===== config.mk =====
export PLATFORM = sky130hd
export DESIGN_NAME = wrr_dma_arb
export DESIGN_NICKNAME = d
export VERILOG_FILES = /design/src/rtl/wrr_arb_pkg.sv /design/src/rtl/wrr_cfg_reg.sv /design/src/rtl/wrr_credit_ctr.sv /design/src/rtl/wrr_grant_ctl.sv /design/src/rtl/wrr_dma_arb.sv
export SDC_FILE = /design/constraint.sdc
export NUM_CORES = 1
export LEC_CHECK = 0
export CORE_AREA = 2 2 51 48
export DETAILED_ROUTE_END_ITERATION = 16
export DIE_AREA = 0 0 53 50
export DONT_BUFFER_PORTS = 1
export PLACE_DENSITY = 0.67
export SLEW_MARGIN = 20
export SYNTH_ARGS = -nofsm -noshare
export SYNTH_HDL_FRONTEND = slang
export SYNTH_SLANG_ARGS = --single-unit
export TNS_END_PERCENT = 50

===== constraint.sdc =====
create_clock -name clk -period 2.5 [get_ports clk]
set_clock_uncertainty 0.05 [all_clocks]
set_input_delay 0.25 -clock clk [delete_from_list [all_inputs] [get_ports clk]]
set_output_delay 0.25 -clock clk [all_outputs]
set_load 0.1 [all_outputs]

===== src/rtl/wrr_arb_pkg.sv =====
package wrr_arb_pkg;
  typedef enum logic {
    SIDE_RX = 1'b0,
    SIDE_TX = 1'b1
  } side_e;
endpackage


===== src/rtl/wrr_cfg_reg.sv =====
module wrr_cfg_reg #(
  parameter int unsigned WT_W = 2,
  localparam int unsigned CFG_W = 2 * WT_W + 1
) (
  input  logic             clk,
  input  logic             rst_n,
  input  logic             we,
  input  logic [CFG_W-1:0] wdata,
  output logic [WT_W-1:0]  rx_wt,
  output logic [WT_W-1:0]  tx_wt,
  output logic             rr_off
);
  logic [CFG_W-1:0] cfg_q;
  logic [CFG_W-1:0] cfg_d;

  always_comb begin
    cfg_d = cfg_q;
    if (we) cfg_d = wdata;
  end

  always_ff @(posedge clk or negedge rst_n) begin
    if (!rst_n) cfg_q <= '0;
    else        cfg_q <= cfg_d;
  end

  assign rx_wt  = cfg_q[WT_W-1:0];
  assign tx_wt  = cfg_q[2*WT_W-1:WT_W];
  assign rr_off = cfg_q[2*WT_W];
endmodule


===== src/rtl/wrr_credit_ctr.sv =====
module wrr_credit_ctr
  import wrr_arb_pkg::*;
#(
  parameter int unsigned WT_W = 2,
  localparam int unsigned CNT_W = 1 << WT_W
) (
  input  logic            clk,
  input  logic            rst_n,
  input  logic [WT_W-1:0] rx_wt,
  input  logic [WT_W-1:0] tx_wt,
  input  logic            clr,
  input  logic            start,
  input  side_e           start_side,
  input  logic            adv,
  output side_e           turn,
  output logic            has_credit
);
  logic [1:0][WT_W-1:0]  wts;
  logic [1:0][CNT_W-1:0] lim_of;
  side_e                 turn_q, turn_d;
  logic [CNT_W-1:0]      used_q, used_d;
  logic [CNT_W-1:0]      lim_q, lim_d;

  assign wts = {tx_wt, rx_wt};

  for (genvar s = 0; s < 2; s++) begin : g_lim
    assign lim_of[s] = CNT_W'(1) << wts[s];
  end

  always_comb begin
    turn_d = turn_q;
    used_d = used_q;
    lim_d  = lim_q;
    if (clr) begin
      used_d = '0;
    end else if (start) begin
      turn_d = start_side;
      used_d = CNT_W'(1);
      lim_d  = lim_of[start_side];
    end else if (adv) begin
      if (used_q == '0) begin
        used_d = CNT_W'(1);
        lim_d  = lim_of[turn_q];
      end else begin
        used_d = used_q + CNT_W'(1);
      end
    end
  end

  always_ff @(posedge clk or negedge rst_n) begin
    if (!rst_n) begin
      turn_q <= SIDE_RX;
      used_q <= '0;
      lim_q  <= CNT_W'(1);
    end else begin
      turn_q <= turn_d;
      used_q <= used_d;
      lim_q  <= lim_d;
    end
  end

  assign turn       = turn_q;
  assign has_credit = (used_q == '0) || (used_q < lim_q);
endmodule


===== src/rtl/wrr_grant_ctl.sv =====
module wrr_grant_ctl
  import wrr_arb_pkg::*;
(
  input  logic  clk,
  input  logic  rst_n,
  input  logic  rx_req,
  input  logic  tx_req,
  input  logic  xfer_done,
  input  logic  rr_off,
  input  side_e turn,
  input  logic  has_credit,
  output logic  rx_gnt,
  output logic  tx_gnt,
  output logic  clr,
  output logic  start,
  output side_e start_side,
  output logic  adv
);
  logic [1:0] req;
  logic       busy, arb_pt;
  logic       pick_any;
  side_e      pick_side, other;
  logic       rx_gnt_q, tx_gnt_q, rx_gnt_d, tx_gnt_d;

  assign req    = {tx_req, rx_req};
  assign busy   = rx_gnt_q | tx_gnt_q;
  assign arb_pt = !busy || xfer_done;
  assign other  = side_e'(~turn);

  always_comb begin
    pick_any   = 1'b0;
    pick_side  = SIDE_RX;
    clr        = 1'b0;
    start      = 1'b0;
    start_side = SIDE_RX;
    adv        = 1'b0;
    if (arb_pt) begin
      if (rr_off) begin
        clr = 1'b1;
        if (rx_req) begin
          pick_any  = 1'b1;
          pick_side = SIDE_RX;
        end else if (tx_req) begin
          pick_any  = 1'b1;
          pick_side = SIDE_TX;
        end
      end else if (req[turn] && has_credit) begin
        pick_any  = 1'b1;
        pick_side = turn;
        adv       = 1'b1;
      end else if (req[other]) begin
        pick_any   = 1'b1;
        pick_side  = other;
        start      = 1'b1;
        start_side = other;
      end else if (req[turn]) begin
        pick_any   = 1'b1;
        pick_side  = turn;
        start      = 1'b1;
        start_side = turn;
      end
    end
  end

  always_comb begin
    rx_gnt_d = rx_gnt_q;
    tx_gnt_d = tx_gnt_q;
    if (arb_pt) begin
      rx_gnt_d = pick_any && (pick_side == SIDE_RX);
      tx_gnt_d = pick_any && (pick_side == SIDE_TX);
    end
  end

  always_ff @(posedge clk or negedge rst_n) begin
    if (!rst_n) begin
      rx_gnt_q <= 1'b0;
      tx_gnt_q <= 1'b0;
    end else begin
      rx_gnt_q <= rx_gnt_d;
      tx_gnt_q <= tx_gnt_d;
    end
  end

  assign rx_gnt = rx_gnt_q;
  assign tx_gnt = tx_gnt_q;
endmodule


===== src/rtl/wrr_dma_arb.sv =====
module wrr_dma_arb
  import wrr_arb_pkg::*;
#(
  parameter int unsigned WT_W = 2,
  localparam int unsigned CFG_W = 2 * WT_W + 1
) (
  input  logic             clk,
  input  logic             rst_n,
  input  logic             cfg_we,
  input  logic [CFG_W-1:0] cfg_wdata,
  input  logic             rx_req,
  input  logic             tx_req,
  input  logic             xfer_done,
  output logic             rx_gnt,
  output logic             tx_gnt
);
  logic [WT_W-1:0] rx_wt, tx_wt;
  logic            rr_off;
  logic            clr, start, adv, has_credit;
  side_e           start_side, turn;

  wrr_cfg_reg #(.WT_W(WT_W)) cfg_i (
    .clk   (clk),
    .rst_n (rst_n),
    .we    (cfg_we),
    .wdata (cfg_wdata),
    .rx_wt (rx_wt),
    .tx_wt (tx_wt),
    .rr_off(rr_off)
  );

  wrr_credit_ctr #(.WT_W(WT_W)) crd_i (
    .clk       (clk),
    .rst_n     (rst_n),
    .rx_wt     (rx_wt),
    .tx_wt     (tx_wt),
    .clr       (clr),
    .start     (start),
    .start_side(start_side),
    .adv       (adv),
    .turn      (turn),
    .has_credit(has_credit)
  );

  wrr_grant_ctl gnt_i (
    .clk       (clk),
    .rst_n     (rst_n),
    .rx_req    (rx_req),
    .tx_req    (tx_req),
    .xfer_done (xfer_done),
    .rr_off    (rr_off),
    .turn      (turn),
    .has_credit(has_credit),
    .rx_gnt    (rx_gnt),
    .tx_gnt    (tx_gnt),
    .clr       (clr),
    .start     (start),
    .start_side(start_side),
    .adv       (adv)
  );
endmodule


==> run summary, run 1 <==
* **Final period util** 0.769
* **worst-case clock buffer depth** 2
* **number of max-slew violations in the final report** 0
* **part of the Yosys area used for sequential elements** 0.391
* **remaining global-route overflow** 0
* **Routability Congestion** 0.859
* **setup violators final** 0
* **library cell used as clock root buffer** sky130_fd_sc_hd__clkbuf_4
* **worst min-delay path class** in -> reg
* **data required time of the critical path** 2.62 ns
* **synthesized area per cell** 9.00 sq um
* **multiplexer area fraction after synthesis** 0.0415
* **clock tree from TritonCTS** built
* **critical path class** reg -> reg
* **Hold Slack** 0.0129 ns
* **Synthesized Nets** 130
* **max frequency** 520 MHz
* **number of filler cells placed in the layout** 204
* **HPWL after detailed placement** 1610 um
* **cell type group with the largest total delay on the critical path** flip-flops
* **DR vias/cell** 5.97
* **area of the multi-input gates** 564 sq um
* **slew margin rel.** 0.528
* **H-tree levels** 1
* **total I/O pin count** 13
* **clock edge transition at the registers on the reported setup and hold paths** 0.09 ns
* **Worst Setup Start Kind** register
* **routed vias** 871
* **dominant combinational cell family by area after synthesis** compound AO/OA/AOI/OAI gates
* **Mapped Area** 0.00103 sq mm
* **clock tree sinks** 16
* **share of async-settable or async-resettable flops after synthesis** 1.00
* **post-synth cell types** 37
* **number of optimization iterations in the first detailed-route pass** 4
* **power per unit of standard cell area** 857 mW/mm^2
* **final routed wire length divided by cell count** 14.4 um
* **Register Area** 402 sq um
* **x dimension of the die** 53 um
* **# diodes** 0
* **TritonCTS buffer count** 3
* **Yosys Warn Count** 0
* **overall global routing resource usage** 0.187
* **synthesized flop and latch total** 16
* **post-layout minimum cycle time** 1.92 ns
* **latest clock arrival within the worst-skew pair** 0.28 ns
* **total buffers and inverters traversed by the critical path** 0
* **transition at the pin with the smallest max-transition slack** 0.706 ns
* **number of synthesized flops with an enable pin** 0
* **static leakage** 0.484 nW
* **number of DRC markers after the initial detailed-route iteration** 20
* **final hold violation count** 0
* **layout overhead on the synthesized area** 7.44%
* **critical path endpoint category** register
* **vias in the first global route** 850
* **wire length of the first global-routing pass** 3640 um
* **core region area** 0.00210 sq mm
* **number of antenna violations at the first check in global routing** 0
* **adder-cell share of the synthesized area** 0.0610
* **number of design rule violations left after detail routing** 0
* **drt total wl** 2100 um
* **CP arrival** 2.04 ns
* **share of synthesized cell area in and, or, nand and nor gates** 0.195
* **outcome** completed
* **cell chain of the critical path** mux2i_1, o211ai_1, a311oi_1, nor2_1
* **# Post-CTS Setup Buffers** 0
* **fraction of layout instances using a drive strength above 1** 0.101
* **maxcap violations** 0
* **final total power** 0.945 mW
* **RSZ-0062 raised after global routing** false
* **master of the slowest instance on the critical path** sky130_fd_sc_hd__dfrtp_1
* **Max FO, Critical Path** 14
* **initial core utilization** 0.488
* **number of antenna-violating nets in the routed design** 0
* **cell row count** 16
* **die area** 0.00265 sq mm
* **largest net degree at the start of global routing** 17
* **slowest stage delay, CP** 0.60 ns
* **Most used DFF post-synth** sky130_fd_sc_hd__dfrtp_1
* **fraction of the mapped netlist area in compound gates** 0.252
* **biggest area consumer among synthesized cells** sky130_fd_sc_hd__dfrtp_1
* **area share of the leading cell type in the synthesized netlist** 0.366
* **largest cells by area after synthesis** sky130_fd_sc_hd__dfrtp_1 (37%), sky130_fd_sc_hd__ha_1 (6.1%), sky130_fd_sc_hd__a311oi_1 (6.0%)
* **Final #Nets** 136
* **Syn Inst Count** 114
* **worst ir drop on vdd** 0.447 mV
* **accumulated negative setup slack** 0 ns
* **xor and xnor fraction of the mapped netlist area** 0
* **die height** 50 um
* **number of input and output port buffers inserted** 0
-- state kept, by name, indices dropped and copies added (netlist names) --
register      flops
crd_i.turn        1
crd_i.used_q      4
gnt_i.rx_gnt      1
cfg_i.cfg_q       5
gnt_i.tx_gnt      1
crd_i.lim_q       4
-- logic make-up after synthesis --
group,after synthesis
AOI/OAI and AO/OA,36
DFF,16
buffers and inverters,14
muxes,4
and+or+nand+nor,39
adders and majority gates,5
-- layer usage --
| metal | wire (um) | part of all wire | global-route usage | vias to the layer above |
|---|---|---|---|---|
| met5 | 0 | 0 | 0 | - |
| met4 | 13 | 0.0062 | 0.0556 | 0 |
| met3 | 94 | 0.045 | 0.0636 | 2 |
| met2 | 987 | 0.47 | 0.292 | 26 |
| met1 | 1000 | 0.48 | 0.243 | 414 |
| li1 | - | - | - | 429 |
-- through the flow --
stage	instances	cell area [sq um]	setup slack (ns)	utilization
CTS	146	1100	0.601	0.524
floorplan	114	1030	0.495	-
global route	146	1100	0.396	0.524
global placement	140	1060	0.648	0.502
finish	146	1100	0.579	0.524
detailed placement	140	1060	0.621	0.502
-- placed cells by master (no fill, tap or decap), drive strengths merged, types with 2 or more instances in the layout --
| cell | netlist | final |
|---|---|---|
| a21oi | 6 | 6 |
| a22o | 2 | 2 |
| a311oi | 7 | 7 |
| buf | 1 | 2 |
| clkbuf | 2 | 4 |
| dfrtp | 15 | 15 |
| dlygate4sd3 | 0 | 2 |
| ha | 5 | 5 |
| inv | 11 | 11 |
| mux2 | 2 | 2 |
| mux2i | 2 | 2 |
| nand2 | 10 | 10 |
| nand2b | 2 | 2 |
| nand3 | 2 | 2 |
| nor2 | 9 | 9 |
| nor3 | 10 | 10 |
| o211ai | 3 | 3 |
| o21ai | 7 | 7 |
-- final cells by class --
type,instances,area share
Clock buffer,4,0.0238
Timing Repair Buffer,4,0.0318
Multi-Input combinational cell,84,0.512
Tap cell,27,0.0306
Inverter,11,0.0375
Sequential cell,16,0.364
-- path summary, 6_finish.rpt --
path / startpoint / endpoint / slack (ns) / depth (start not counted)
min reg2reg: crd_i.lim_q[0]$_DFFE_PN1P_ / crd_i.lim_q[0]$_DFFE_PN1P_ / 0.48 / 2
max: crd_i.turn$_DFFE_PN0P_ / crd_i.lim_q[3]$_DFFE_PN0P_ / 0.58 / 4
min: cfg_we / cfg_i.cfg_q[0]$_DFFE_PN0P_ / 0.01 / 1
max in group asynchronous: rst_n / cfg_i.cfg_q[2]$_DFFE_PN0P_ / 1.55 / 1
min in group asynchronous: rst_n / crd_i.used_q[2]$_DFFE_PN0P_ / 0.40 / 1
max reg2reg: crd_i.turn$_DFFE_PN0P_ / crd_i.lim_q[3]$_DFFE_PN0P_ / 0.58 / 4
-- synth_stat cells (2+ instances only) --
master                      n
sky130_fd_sc_hd__a21oi_1    6
sky130_fd_sc_hd__a22o_1     2
sky130_fd_sc_hd__a311oi_1   7
sky130_fd_sc_hd__clkbuf_1   2
sky130_fd_sc_hd__dfrtp_1   15
sky130_fd_sc_hd__ha_1       5
sky130_fd_sc_hd__inv_1     11
sky130_fd_sc_hd__mux2_2     2
sky130_fd_sc_hd__mux2i_1    2
sky130_fd_sc_hd__nand2_1   10
sky130_fd_sc_hd__nand2b_1   2
sky130_fd_sc_hd__nand3_1    2
sky130_fd_sc_hd__nor2_1     9
sky130_fd_sc_hd__nor3_1     9
sky130_fd_sc_hd__o211ai_1   3
sky130_fd_sc_hd__o21ai_0    6
-- power by group --
group,total [mW],switching (mW),internal (mW)
sequential,0.411,0.0811,0.330
combinational,0.395,0.245,0.150
clock,0.139,0.0775,0.0619
total,0.945,0.403,0.542
-- worst register-to-register path, cell delays in order, from the launching register on --
cell                       delay [ns]
sky130_fd_sc_hd__dfrtp_1         0.60
sky130_fd_sc_hd__mux2i_1         0.48
sky130_fd_sc_hd__o211ai_1        0.29
sky130_fd_sc_hd__a311oi_1        0.30
sky130_fd_sc_hd__nor2_1          0.09
-- repair_timing --
action / in CTS / in global routing
endpoints found under the hold margin: 18 / 0
gates resized for setup: 0 / 0
setup endpoints to repair: 0 / 0
hold buffers: 2 / 0
Power figures use the tool's default switching activity.
==> inputs of run 2 (changes only) <==
==> constraint.sdc (replaced) <==
create_clock -name clk -period 1.8 [get_ports clk]
set_clock_uncertainty 0.05 [all_clocks]
set_input_delay 0.18 -clock clk [delete_from_list [all_inputs] [get_ports clk]]
set_output_delay 0.18 -clock clk [all_outputs]
set_load 0.1 [all_outputs]
==> run summary, run 2 (same netlist as run 1, synthesis figures left out) <==
* **fraction of layout instances using a drive strength above 1** 0.241
* **Worst Setup Start Kind** register
* **static leakage** 0.576 nW
* **library cell used as clock root buffer** sky130_fd_sc_hd__clkbuf_4
* **number of antenna violations at the first check in global routing** 0
* **number of max-slew violations in the final report** 0
* **switching power as a share of total power** 0.409
* **worst-case clock buffer depth** 2
* **Largest regs** cfg_i.cfg_q: 5 flops, crd_i.lim_q: 4 flops, crd_i.used_q: 4 flops
* **die height** 50 um
* **number of filler cells placed in the layout** 196
* **final hold violation count** 0
* **power share of the clock group** 0.159
* **RSZ-0062 raised after global routing** true
* **clock tree sinks** 16
* **number of instances in the placed design** 149
* **data required time of the critical path** 1.94 ns
* **number of input and output port buffers inserted** 0
* **slowest stage delay, CP** 0.42 ns
* **cell row count** 16
* **critical path class** reg -> reg
* **clock edge transition at the registers on the reported setup and hold paths** 0.10 ns
* **max FFs per register** 5
* **final routed wire length divided by cell count** 14.4 um
* **post-layout minimum cycle time** 1.96 ns
* **DR vias/cell** 5.85
* **die area** 0.00265 sq mm
* **number of design rule violations left after detail routing** 0
* **total buffers and inverters traversed by the critical path** 0
* **Switch Pwr** 0.629 mW
* **worst slack after detailed placement** -0.0778 ns
* **transition at the pin with the smallest max-transition slack** 0.728 ns
* **largest net degree at the start of global routing** 17
* **number of DRC markers after the initial detailed-route iteration** 28
* **Register Area** 404 sq um
* **wire length of the first global-routing pass** 3930 um
* **worst min-delay path class** in -> reg
* **Final period util** 1.09
* **register with the most flip-flops** cfg_i.cfg_q
* **cell type group with the largest total delay on the critical path** compound AO/OA/AOI/OAI gates
* **setup violators final** 7
* **x dimension of the die** 53 um
* **latest clock arrival within the worst-skew pair** 0.30 ns
* **CP dominant cell by count** sky130_fd_sc_hd__o211ai_1
* **drt total wl** 2360 um
* **overall global routing resource usage** 0.204
* **slew margin rel.** 0.513
* **non-filler cells in the finished layout** 164
* **Max FO, Critical Path** 5
* **H-tree levels** 1
* **routed vias** 960
* **total I/O pin count** 13
* **outcome** finished with violations
* **area of the multi-input gates** 599 sq um
* **clock tree from TritonCTS** built
* **most frequent standard cell in the layout excluding fill and tap cells** sky130_fd_sc_hd__buf_4
* **most frequent cells in the layout** sky130_fd_sc_hd__buf_4 (14), sky130_fd_sc_hd__dfrtp_1 (13), sky130_fd_sc_hd__inv_1 (10), sky130_fd_sc_hd__nand2_1 (10)
* **TritonCTS buffer count** 3
* **power per unit of standard cell area** 1180 mW/mm^2
* **vias in the first global route** 894
* **Combinational Power Share** 0.491
* **number of optimization iterations in the first detailed-route pass** 5
* **number of antenna-violating nets in the routed design** 0
* **layout overhead on the synthesized area** 26.7%
* **critical path endpoint category** register
* **remaining global-route overflow** 0
* **Internal Power** 0.909 mW
* **worst setup margin** -0.158 ns
* **maxcap violations** 0
* **initial core utilization** 0.488
* **HPWL after detailed placement** 1740 um
* **CP arrival** 2.09 ns
* **worst ir drop on vdd** 0.703 mV
* **cell chain of the critical path** ha_4, o211ai_1, o211ai_1, o211ai_1, a311oi_1, nor3_1
* **# diodes** 0
* **violated checks** negative setup slack
* **Final #Nets** 154
* **core region area** 0.00210 sq mm
* **max frequency** 511 MHz
* **master of the slowest instance on the critical path** sky130_fd_sc_hd__dfrtp_1
* **share of power burned in registers** 0.350
* **Routability Congestion** 0.883
run 2: changes by cell type in the layout (fill, tap and decap cells not counted), moves of 2 or more:
cell                            delta
sky130_fd_sc_hd__buf_4            +12
sky130_fd_sc_hd__dlygate4sd3_1     +6
sky130_fd_sc_hd__a21oi_1           -3
sky130_fd_sc_hd__a21oi_2           +3
sky130_fd_sc_hd__dfrtp_1           -2
sky130_fd_sc_hd__dfrtp_2           +2
run 2: power groups by stage:
stage | Sequential [mW] | Combinational, mW | Clock [mW]
after floorplan | 0.610 | 0.391 | 0
after global placement | 0.541 | 0.637 | 0
after detailed placement | 0.545 | 0.651 | 0
after CTS | 0.541 | 0.703 | 0.250
after global routing | 0.554 | 0.830 | 0.268
final | 0.539 | 0.755 | 0.245
run 2: final timing paths:
check / start / endpoint / slack [ns] / cells past startpoint
min in group asynchronous: rst_n / crd_i.used_q[2]$_DFFE_PN0P_ / 0.32 / 1
hold / removal: xfer_done / gnt_i.rx_gnt$_DFFE_PN0P_ / 0.07 / 2
setup / recovery: crd_i.used_q[3]$_DFFE_PN0P_ / crd_i.lim_q[2]$_DFFE_PN0P_ / -0.16 / 6
setup reg to reg: crd_i.used_q[3]$_DFFE_PN0P_ / crd_i.lim_q[2]$_DFFE_PN0P_ / -0.16 / 6
hold reg to reg: crd_i.lim_q[0]$_DFFE_PN1P_ / crd_i.lim_q[0]$_DFFE_PN1P_ / 0.49 / 2
max in group asynchronous: rst_n / gnt_i.rx_gnt$_DFFE_PN0P_ / 0.86 / 1
run 2: routing by layer:
metal  vias to the layer above  part of all wire  GRT usage
met5                         -                 0          0
met4                         0             0.020     0.0684
met3                         6             0.046     0.0545
met2                        31              0.51      0.333
met1                       458              0.42      0.258
li1                        465                 -          -
run 2: layout make-up:
type                            instances  area share
Multi-Input combinational cell         84       0.461
Tap cell                               27      0.0260
Sequential cell                        16       0.311
Inverter                               11      0.0318
Timing Repair Buffer                   22       0.142
Clock buffer                            4      0.0279
run 2: metrics by stage:
stage | hold slack, ns | power [mW] | instance area (sq um) | util | setup TNS [ns]
global route | 0.0751 | 1.65 | 1300 | 0.618 | -1.16
finish | 0.0691 | 1.54 | 1300 | 0.618 | -0.590
detailed placement | -0.165 | 1.20 | 1130 | 0.536 | -0.365
CTS | 0.0660 | 1.49 | 1270 | 0.604 | -0.325
floorplan | -0.166 | 1.00 | 1030 | - | 0
global placement | -0.165 | 1.18 | 1130 | 0.536 | -0.0448
run 2: what timing repair did:
item | in CTS | in global routing
pin swaps | 7 | 3
hold buffers | 8 | 0
setup buffers | 1 | 2
hold endpoints to repair | 22 | 0
setup endpoints to repair | 8 | 11
gates resized for setup | 4 | 3
==> inputs of run 3 (changes only) <==
--- a/config.mk
+++ b/config.mk
@@ -5,6 +5,7 @@
 export SDC_FILE = /design/constraint.sdc
 export NUM_CORES = 1
 export LEC_CHECK = 0
+export CAP_MARGIN = 5
 export CORE_AREA = 2 2 51 48
 export DETAILED_ROUTE_END_ITERATION = 16
 export DIE_AREA = 0 0 53 50
==> results of run 3 <==
The final DEF is identical to that of run 2; final timing and power are the same.
